### src/rtl/sps_pkg.sv
package sps_pkg;

    parameter int SID_W  = 4;
    parameter int CID_W  = 4;
    parameter int MID_W  = 3;
    parameter int DATA_W = 64;
    parameter int NREG   = 2;

    localparam int ADDR_W     = SID_W + CID_W;
    localparam int RIDX_W     = (NREG > 1) ? $clog2(NREG) : 1;
    localparam int USER_POS   = MID_W;
    localparam int OWN_EN_POS = SID_W;
    localparam int REG_OWNER  = 0;
    localparam int REG_ADDEND = 1;

    typedef enum logic [1:0] {
        KIND_IDLE    = 2'd0,
        KIND_PAYLOAD = 2'd1,
        KIND_SETUP   = 2'd2,
        KIND_MEMREQ  = 2'd3
    } kind_e;

    typedef struct packed {
        logic [SID_W-1:0] sid;
        logic [CID_W-1:0] cid;
        kind_e            kind;
        logic             last;
        logic             abort;
    } ctrl_t;

    typedef struct packed {
        logic [CID_W-1:0]  cid;
        logic [DATA_W-1:0] val;
    } res_t;

    function automatic logic is_free(ctrl_t c);
        return (c.kind == KIND_IDLE) && !c.last && !c.abort;
    endfunction

    function automatic logic [MID_W-1:0] target_mod(ctrl_t c);
        logic [ADDR_W-1:0] a;
        a = {c.cid, c.sid};
        return a[MID_W-1:0];
    endfunction

    function automatic logic user_bit(ctrl_t c);
        logic [ADDR_W-1:0] a;
        a = {c.cid, c.sid};
        return a[USER_POS];
    endfunction

endpackage

### src/rtl/sps_setup_regs.sv
module sps_setup_regs
    import sps_pkg::*;
(
    input  logic              clk,
    input  logic              rst,
    input  logic              wr_index,
    input  logic              wr_value,
    input  logic [DATA_W-1:0] din,
    output logic              own_en,
    output logic [SID_W-1:0]  own_sid,
    output logic [DATA_W-1:0] addend
);

    logic [DATA_W-1:0] regs_q [NREG];
    logic [RIDX_W-1:0] pend_q;

    always_ff @(posedge clk) begin
        if (rst) begin
            pend_q <= '0;
            for (int i = 0; i < NREG; i++) regs_q[i] <= '0;
        end else begin
            if (wr_index) pend_q <= din[RIDX_W-1:0];
            if (wr_value) regs_q[pend_q] <= din;
        end
    end

    assign own_en  = regs_q[REG_OWNER][OWN_EN_POS];
    assign own_sid = regs_q[REG_OWNER][SID_W-1:0];
    assign addend  = regs_q[REG_ADDEND];

    AST_PEND_HOLD: assert property (@(posedge clk) disable iff (rst)
        !wr_index |=> $stable(pend_q));

endmodule

### src/rtl/sps_result_fifo.sv
module sps_result_fifo
    import sps_pkg::*;
#(
    parameter int DEPTH = 4
) (
    input  logic clk,
    input  logic rst,
    input  logic clr,
    input  logic push,
    input  res_t din,
    input  logic pop,
    output res_t dout,
    output logic empty
);

    localparam int PTR_W = (DEPTH > 1) ? $clog2(DEPTH) : 1;
    localparam int CNT_W = $clog2(DEPTH + 1);

    res_t             mem_q [DEPTH];
    logic [PTR_W-1:0] wr_q, rd_q;
    logic [CNT_W-1:0] cnt_q;
    logic             full, do_push, do_pop;

    function automatic logic [PTR_W-1:0] bump(logic [PTR_W-1:0] p);
        return (p == PTR_W'(DEPTH - 1)) ? '0 : p + 1'b1;
    endfunction

    assign full    = (cnt_q == CNT_W'(DEPTH));
    assign empty   = (cnt_q == '0);
    assign do_push = push && !full && !clr;
    assign do_pop  = pop && !empty && !clr;
    assign dout    = mem_q[rd_q];

    always_ff @(posedge clk) begin
        if (rst || clr) begin
            wr_q  <= '0;
            rd_q  <= '0;
            cnt_q <= '0;
        end else begin
            if (do_push) wr_q <= bump(wr_q);
            if (do_pop)  rd_q <= bump(rd_q);
            case ({do_push, do_pop})
                2'b10:   cnt_q <= cnt_q + 1'b1;
                2'b01:   cnt_q <= cnt_q - 1'b1;
                default: cnt_q <= cnt_q;
            endcase
        end
    end

    always_ff @(posedge clk) begin
        if (do_push) mem_q[wr_q] <= din;
    end

    AST_CLR_EMPTIES: assert property (@(posedge clk) disable iff (rst)
        clr |=> empty);
    AST_COUNT_STEP: assert property (@(posedge clk) disable iff (rst)
        (push && !full && !pop && !clr) |=> (cnt_q == $past(cnt_q) + 1'b1));
    AST_NO_OVERFLOW: assert property (@(posedge clk) disable iff (rst)
        full |=> (cnt_q <= CNT_W'(DEPTH)));

endmodule

### src/rtl/stream_stage_shell.sv
module stream_stage_shell
    import sps_pkg::*;
#(
    parameter logic [MID_W-1:0] MODULE_ID  = 3'd5,
    parameter int               FIFO_DEPTH = 4
) (
    input  logic              clk,
    input  logic              rst,
    input  logic [SID_W-1:0]  in_sid,
    input  logic [CID_W-1:0]  in_cid,
    input  logic [1:0]        in_kind,
    input  logic              in_last,
    input  logic              in_abort,
    input  logic [DATA_W-1:0] in_data,
    output logic [SID_W-1:0]  out_sid,
    output logic [CID_W-1:0]  out_cid,
    output logic [1:0]        out_kind,
    output logic              out_last,
    output logic              out_abort,
    output logic [DATA_W-1:0] out_data
);

    ctrl_t             cin, prev_q, out_q, nxt_out;
    logic              prev_owned_q, prev_mine_q;
    logic              ins_q;
    logic [DATA_W-1:0] ins_val_q, data_q;

    logic              own_en;
    logic [SID_W-1:0]  own_sid;
    logic [DATA_W-1:0] addend;

    logic owns, flush_own, setup_mine, take;
    logic fifo_push, fifo_empty;
    res_t fifo_in, fifo_out;

    assign cin = '{sid: in_sid, cid: in_cid, kind: kind_e'(in_kind),
                   last: in_last, abort: in_abort};

    assign owns       = own_en && (cin.sid == own_sid);
    assign flush_own  = owns && cin.abort;
    assign setup_mine = (cin.kind == KIND_SETUP) && (target_mod(cin) == MODULE_ID);
    assign take       = is_free(cin) && !fifo_empty;

    // payload of the chunk registered last cycle is on in_data now
    assign fifo_push = (prev_q.kind == KIND_PAYLOAD) && prev_owned_q
                       && !prev_q.abort && !flush_own;
    assign fifo_in   = '{cid: prev_q.cid, val: in_data + addend};

    sps_setup_regs i_regs (
        .clk      (clk),
        .rst      (rst),
        .wr_index (prev_mine_q && user_bit(prev_q)),
        .wr_value (prev_mine_q && !user_bit(prev_q)),
        .din      (in_data),
        .own_en   (own_en),
        .own_sid  (own_sid),
        .addend   (addend)
    );

    sps_result_fifo #(.DEPTH(FIFO_DEPTH)) i_fifo (
        .clk   (clk),
        .rst   (rst),
        .clr   (flush_own),
        .push  (fifo_push),
        .din   (fifo_in),
        .pop   (take),
        .dout  (fifo_out),
        .empty (fifo_empty)
    );

    always_comb begin
        nxt_out = cin;
        if (take) begin
            nxt_out = '{sid: own_sid, cid: fifo_out.cid, kind: KIND_PAYLOAD,
                        last: 1'b0, abort: 1'b0};
        end else if (setup_mine) begin
            nxt_out.kind = KIND_IDLE;
        end
    end

    always_ff @(posedge clk) begin
        if (rst) begin
            prev_q       <= '0;
            prev_owned_q <= 1'b0;
            prev_mine_q  <= 1'b0;
            out_q        <= '0;
            ins_q        <= 1'b0;
            ins_val_q    <= '0;
            data_q       <= '0;
        end else begin
            prev_q       <= cin;
            prev_owned_q <= owns;
            prev_mine_q  <= setup_mine;
            out_q        <= nxt_out;
            ins_q        <= take;
            ins_val_q    <= fifo_out.val;
            data_q       <= ins_q ? ins_val_q : in_data;
        end
    end

    assign out_sid   = out_q.sid;
    assign out_cid   = out_q.cid;
    assign out_kind  = out_q.kind;
    assign out_last  = out_q.last;
    assign out_abort = out_q.abort;
    assign out_data  = data_q;

    AST_MEM_PASS: assert property (@(posedge clk) disable iff (rst)
        (in_kind == 2'd3) |=> (out_kind == 2'd3 && out_sid == $past(in_sid)
                               && out_cid == $past(in_cid)));
    AST_SETUP_OTHER: assert property (@(posedge clk) disable iff (rst)
        (cin.kind == KIND_SETUP && target_mod(cin) != MODULE_ID)
        |=> (out_kind == 2'd2 && out_sid == $past(in_sid)));
    AST_MARKED_KEPT: assert property (@(posedge clk) disable iff (rst)
        (in_kind == 2'd0 && (in_last || in_abort))
        |=> (out_kind == 2'd0 && out_last == $past(in_last)
             && out_abort == $past(in_abort)));
    AST_FREE_ONLY: assert property (@(posedge clk) disable iff (rst)
        (out_kind == 2'd1 && $past(in_kind) == 2'd0)
        |-> ($past(!in_last) && $past(!in_abort)));

endmodule

### config.mk
export PLATFORM = sky130hd
export DESIGN_NAME = stream_stage_shell
export DESIGN_NICKNAME = d
export VERILOG_FILES = /design/src/rtl/sps_pkg.sv /design/src/rtl/sps_setup_regs.sv /design/src/rtl/sps_result_fifo.sv /design/src/rtl/stream_stage_shell.sv
export SDC_FILE = /design/constraint.sdc
export NUM_CORES = 1
export LEC_CHECK = 0
export ABC_CLOCK_PERIOD_IN_PS = 3250
export BUFFER_PORTS_ARGS = -buffer_cell sky130_fd_sc_hd__buf_4
export CORE_ASPECT_RATIO = 1.2
export CORE_UTILIZATION = 35
export CTS_CLUSTER_DIAMETER = 40
export CTS_CLUSTER_SIZE = 25
export DETAILED_ROUTE_END_ITERATION = 7
export PLACE_DENSITY_LB_ADDON = 0.3
export SYNTH_ARGS = -nofsm -noshare
export SYNTH_HDL_FRONTEND = slang
export SYNTH_SLANG_ARGS = --single-unit
export TNS_END_PERCENT = 20
### constraint.sdc
create_clock -name clk -period 3.25 [get_ports clk]
set_input_delay 0 -clock clk [delete_from_list [all_inputs] [get_ports clk]]
set_output_delay 0 -clock clk [all_outputs]
set_load 0.02 [all_outputs]
-- Word-level counts from Yosys, hierarchy flattened
Memories as Yosys holds them, arrays and structs flattened. A register that Yosys moved wholly into a read port is not among the register bits.
Cells that the tools add are included.
- word-level logic and storage cells: 83
- bits in writable memories: 400
- output and inout port bits: 76
- memories kept: 2
- bits of input ports: 78
- register bits after elaboration: 162
- add/sub/neg operators: 5
- reduce and logical (&&, ||, !) cells: 29
- muxes and demuxes: 19
- eq/ne operators: 9
- memory list (memory ; words ; bits a word ; read ports ; clocked after memory_dff ; write ports ; RTL line ; text):
    i_fifo.mem_q ; 4 ; 68 ; 1 ; 1 ; 1 ; sps_result_fifo.sv:19 ; res_t mem_q [DEPTH];
    i_regs.regs_q ; 2 ; 64 ; 2 ; 0 ; 2 ; sps_setup_regs.sv:14 ; logic [DATA_W-1:0] regs_q [NREG];
- operator list (kind ; count):
    2-to-1 mux 64 bit ; 2
    adder 64 bit ; 1
    OR reduction 64 bit ; 1
    logical AND 1 bit ; 15
    2-to-1 mux 1 bit ; 11
    == test 2 bit, second input constant ; 4
    2-to-1 mux 2 bit ; 4
    2-to-1 mux 8 bit ; 1
    zero test 1 bit ; 7
    == test 3 bit, second input constant ; 2
    case mux 3 bit (2 select lines) ; 1
    adder 2 x 1 -> 2 bit, second input constant ; 2
    == test 2 x 1 -> 1 bit, second input constant ; 2
    == test 4 bit ; 1
    adder 3 x 1 -> 3 bit, second input constant ; 1
    zero test 3 bit ; 1
    OR reduction 3 bit ; 1
    subtractor 3 x 1 -> 3 bit, second input constant ; 1
    zero test 2 bit ; 1
    nonzero test 2 bit ; 1
    OR reduction 2 bit ; 1
    logical OR 1 bit ; 1

-- Logic depth before layout (Yosys ltp)
An unclocked memory read counts as a cell.
- depth after elaboration: 10
- gate-level depth with buffers: 13
- depth with buffers taken out: 13

-- Hierarchy
A second synthesis with hierarchy kept.
- cells, all modules: 1564
- area total of the unflattened synthesis: 21655.8 µm²
- by module, submodules not included (module ; sequential area each (µm²) ; cells an instance ; times used ; area an instance (µm²)):
    sps_result_fifo ; 8348.0 ; 410 ; 1 ; 10331.2
    stream_stage_shell ; 3022.9 ; 996 ; 1 ; 8684.6
    sps_setup_regs ; 2092.0 ; 158 ; 1 ; 2640.0

-- Worst setup path after synthesis
Ideal clock, no wire load.
- path type: register -> register
- start point: mem i_regs.regs_q[1][3]
- end point: mem i_fifo.mem_q[0][61] (netlist name) (data pin)
- period minus slack after synthesis: 3.145 ns
- data required time: 3.025 ns
- slack: 0.105 ns
- path buffers: 0
- data arrival time: 2.919 ns
- stages on the path, launching flop included: 12
- setup time: 0.225 ns
- cell sequence: edfxtp_1 ha_1 a21o_1 a221oi_1 o211a_1 o21ai_0 a31oi_1 o31ai_1 a211oi_1 nor2_1 a21bo_2 a311oi_1
- RTL lines (what ; RTL line):
    start: declaration ; sps_setup_regs.sv:14
    end: declaration ; sps_result_fifo.sv:19

==> summary.md <==
| Metric | Value |
|---|---|
| Starting Density | `0.354` |
| Final setup viols | `24` |
| Failing checks | `negative setup slack` |
| Drt total wl | `48900 um` |
| Gpl congestion | `0.844` |
| Cts bufs inserted | `58` |
| Worst-Margin Slew | `1.15 ns` |
| I/O Pins | `154` |
| Pre-Repair DR Iteration Count | `5` |
| Met2 Usage GRT | `0.280` |
| Grt met3 use | `0.0243` |
| Vias in the first global route | `13600` |
| Final Hold Vio Count | `0` |
| Tot GR Track Use | `0.162` |
| Synthesized area per cell | `14.0 um^2` |
| CTS tree | `built` |
| Post-DP HPWL | `32100 um` |
| Synthesized Nets | `1652` |
| First-pass GRT wire length | `76500 um` |
| CP arrival | `3.68 ns` |
| Reg clk slew, reported paths | `0.06 ns` |
| Antenna violations before repair | `0` |
| Grt ovf | `0` |
| Drt via density | `4.86` |
| Max IR drop VDD | `338 uV` |
| Skew-Pair Late Insertion Delay | `0.61 ns` |
| Max-cap violations | `0` |
| CP Max Fanout | `4` |
| CTS H-tree depth | `2` |
| Post-Syn Area | `21100 um^2` |
| Avg WL per Cell | `18.3 um` |
| Sink Count | `502` |
| Area growth, synth to finish | `27.5%` |
| ANT cells | `0` |
| Status | `finished with violations` |
| RSZ-0062 raised after global routing | `true` |
| Drt drc | `0` |
| Yosys reg bits | `502` |
| YS warnings | `0` |
| Worst Setup End Kind | `flip-flop` |
| Predominant post-synthesis flop cell | `edfxtp_1` |
| Share of layout cells above drive strength 1 | `0.254` |
| Synth Instances | `1503` |
| # rows | `98` |
| Die W | `226 um` |
| Root Buffer | `clkbuf_16` |
| Vias | `13000` |
| Slew Limit Fails | `0` |
| CP Launch Type | `flip-flop` |
| Fin crit share | `1.03` |
| Pwr dens | `565 nW/um^2` |
| Clk buf depth | `3` |
| Fin Setup TNS | `-1.30 ns` |
| Die area | `61300 um^2` |
| Post-synth EDFFs | `341` |
| Async SR Flop Fraction | `0` |
| Nets | `1970` |
| Post-layout min period | `3.35 ns` |
| Clock Skew | `0.0216 ns` |
| Die height | `271 um` |
| Post-DRT Antenna Nets | `0` |
| Leak | `0.0101 uW` |
| Library cells used by synthesis | `59` |
| Max_slew headroom | `0.234` |
| Final WS setup | `-0.103 ns` |
| Worst Hold Class | `input pin to flip-flop` |
| Sequential-to-total area share from yosys stat | `0.638` |
| Global routing usage on met1 | `0.205` |
| CORE AREA | `59600 um^2` |
| Largest net degree at the start of global routing | `69` |
| PortBufs | `153` |
| Iter 0 DRT Violations | `634` |
| CP Class | `flip-flop to flip-flop` |
| F_max | `0.298 GHz` |
| Busiest grt layer | `met2` |
| CP required | `3.58 ns` |
| Final core occ | `0.452` |
==> stage by stage <==
stage	instances	hold WS (ns)	worst slack, ns	area [um^2]	total power (uW)
2_1_floorplan	1503	0.128	0.105	21100	7910
3_3_place_gp	2469	0.223	-0.287	23800	8450
3_5_place_dp	2469	0.229	-0.333	23800	8470
4_1_cts	2668	0.154	-0.134	26800	15400
5_1_grt	2669	0.202	-0.228	26900	15800
6_report	2669	0.203	-0.103	26900	15200
==> sequential cells by signal, summed over array words and instances (netlist names), named ones only <==
name,count
prev_mine_q,1
out_data,64
out_last,1
fifo_in,4
prev_q,4
out_cid,4
ins_val_q,64
i_fifo.wr_q,2
i_fifo.rd_q,2
ins_q,1
out_abort,1
out_kind,2
i_fifo.cnt_q,3
prev_owned_q,1
i_regs.regs_q,69
i_fifo.mem_q,272
out_sid,4
i_regs.pend_q,1
==> Yosys cell counts, types with 40 or more instances <==
master	n	area (um^2)
a21o_1	42	315
a21oi_1	79	395
and2_1	75	469
clkbuf_1	67	251
dfxtp_1	161	3220
edfxtp_1	341	10200
ha_1	69	863
mux2i_1	69	691
mux4_2	68	1530
nand2_1	54	203
nor2_1	107	402
nor2b_1	80	500
o21ai_0	40	200
xnor2_1	41	359
==> path summary, 6_finish.rpt <==
kind | start | end | slack (ns) | depth (start not counted)
max | i_regs.regs_q[1][0]$_SDFFCE_PN0P_ | i_fifo.mem_q[2][56]$_DFFE_PP_ | -0.10 | 12
min | in_data[12] | out_data[12]$_SDFF_PP0_ | 0.20 | 4
max reg2reg | i_regs.regs_q[1][0]$_SDFFCE_PN0P_ | i_fifo.mem_q[2][56]$_DFFE_PP_ | -0.10 | 12
min reg2reg | ins_val_q[54]$_SDFF_PP0_ | out_data[54]$_SDFF_PP0_ | 0.47 | 2
==> worst max-delay path, cell delays in order (launching register included) <==
cell and delay [ns]:
edfxtp_1 0.33, ha_2 0.19, fa_2 0.21, a211oi_2 0.08, o21a_1 0.23, nor4_4 0.32
o21ai_2 0.16, o311ai_4 0.44, a31oi_2 0.17, o31a_1 0.31, o31a_1 0.30, a31oi_2 0.23
xor2_2 0.12
==> power by group <==
group,switching [uW],internal [uW],total (uW)
logic,781,613,1390
clock network,2910,3820,6740
registers,39.5,7040,7080
==> kinds of logic (layout without fill, tap and decap cells) <==
| group | Yosys count | after routing | synth area share |
|---|---|---|---|
| and+or+nand+nor | 397 | 397 | 0.0992 |
| adders and majority gates | 71 | 71 | 0.0428 |
| DFF | 502 | 502 | 0.638 |
| xor gates and xnor gates | 69 | 69 | 0.0286 |
| muxes | 137 | 137 | 0.105 |
| buffers and inverters | 100 | 466 | 0.0179 |
| AOI/OAI and AO/OA | 227 | 227 | 0.0684 |
==> cell usage in the layout, fill, tap and decap left out, drive strengths merged, types with 10 or more instances in the layout <==
cell type,instances
dlygate4sd3,85
a31oi,11
o21ai,42
nand3,11
nor2b,80
edfxtp,341
and2,75
a21oi,79
dfxtp,161
xor2,28
a21o,42
nand4,23
nor2,107
clkinv,13
mux4,68
buf,248
xnor2,41
clkbuf,64
mux2i,69
nor3,10
o21bai,17
nand2,54
inv,47
ha,69
==> routing by layer <==
metal | up-vias | share of wire
li1 | 6209 | -
met1 | 6433 | 0.43
met2 | 242 | 0.50
met3 | 90 | 0.037
met4 | 0 | 0.031
met5 | - | 0
==> layout make-up <==
cell class	instances	area, um^2
well taps	800	1000
fillers	5386	32700
repair buffers	333	2800
clock inverters	44	523
inverters	25	93.8
flip-flops and latches	502	13500
multi-input cells	901	7520
clock buffers	64	1510
==> what timing repair did <==
action,in CTS,in global routing
setup endpoints to repair,92,82
hold buffers,85,0
setup buffers,6,1
gates resized for setup,27,21
pin swaps,13,9
hold endpoints to repair,186,0
Note: power is estimated with default switching activity, not from simulation.
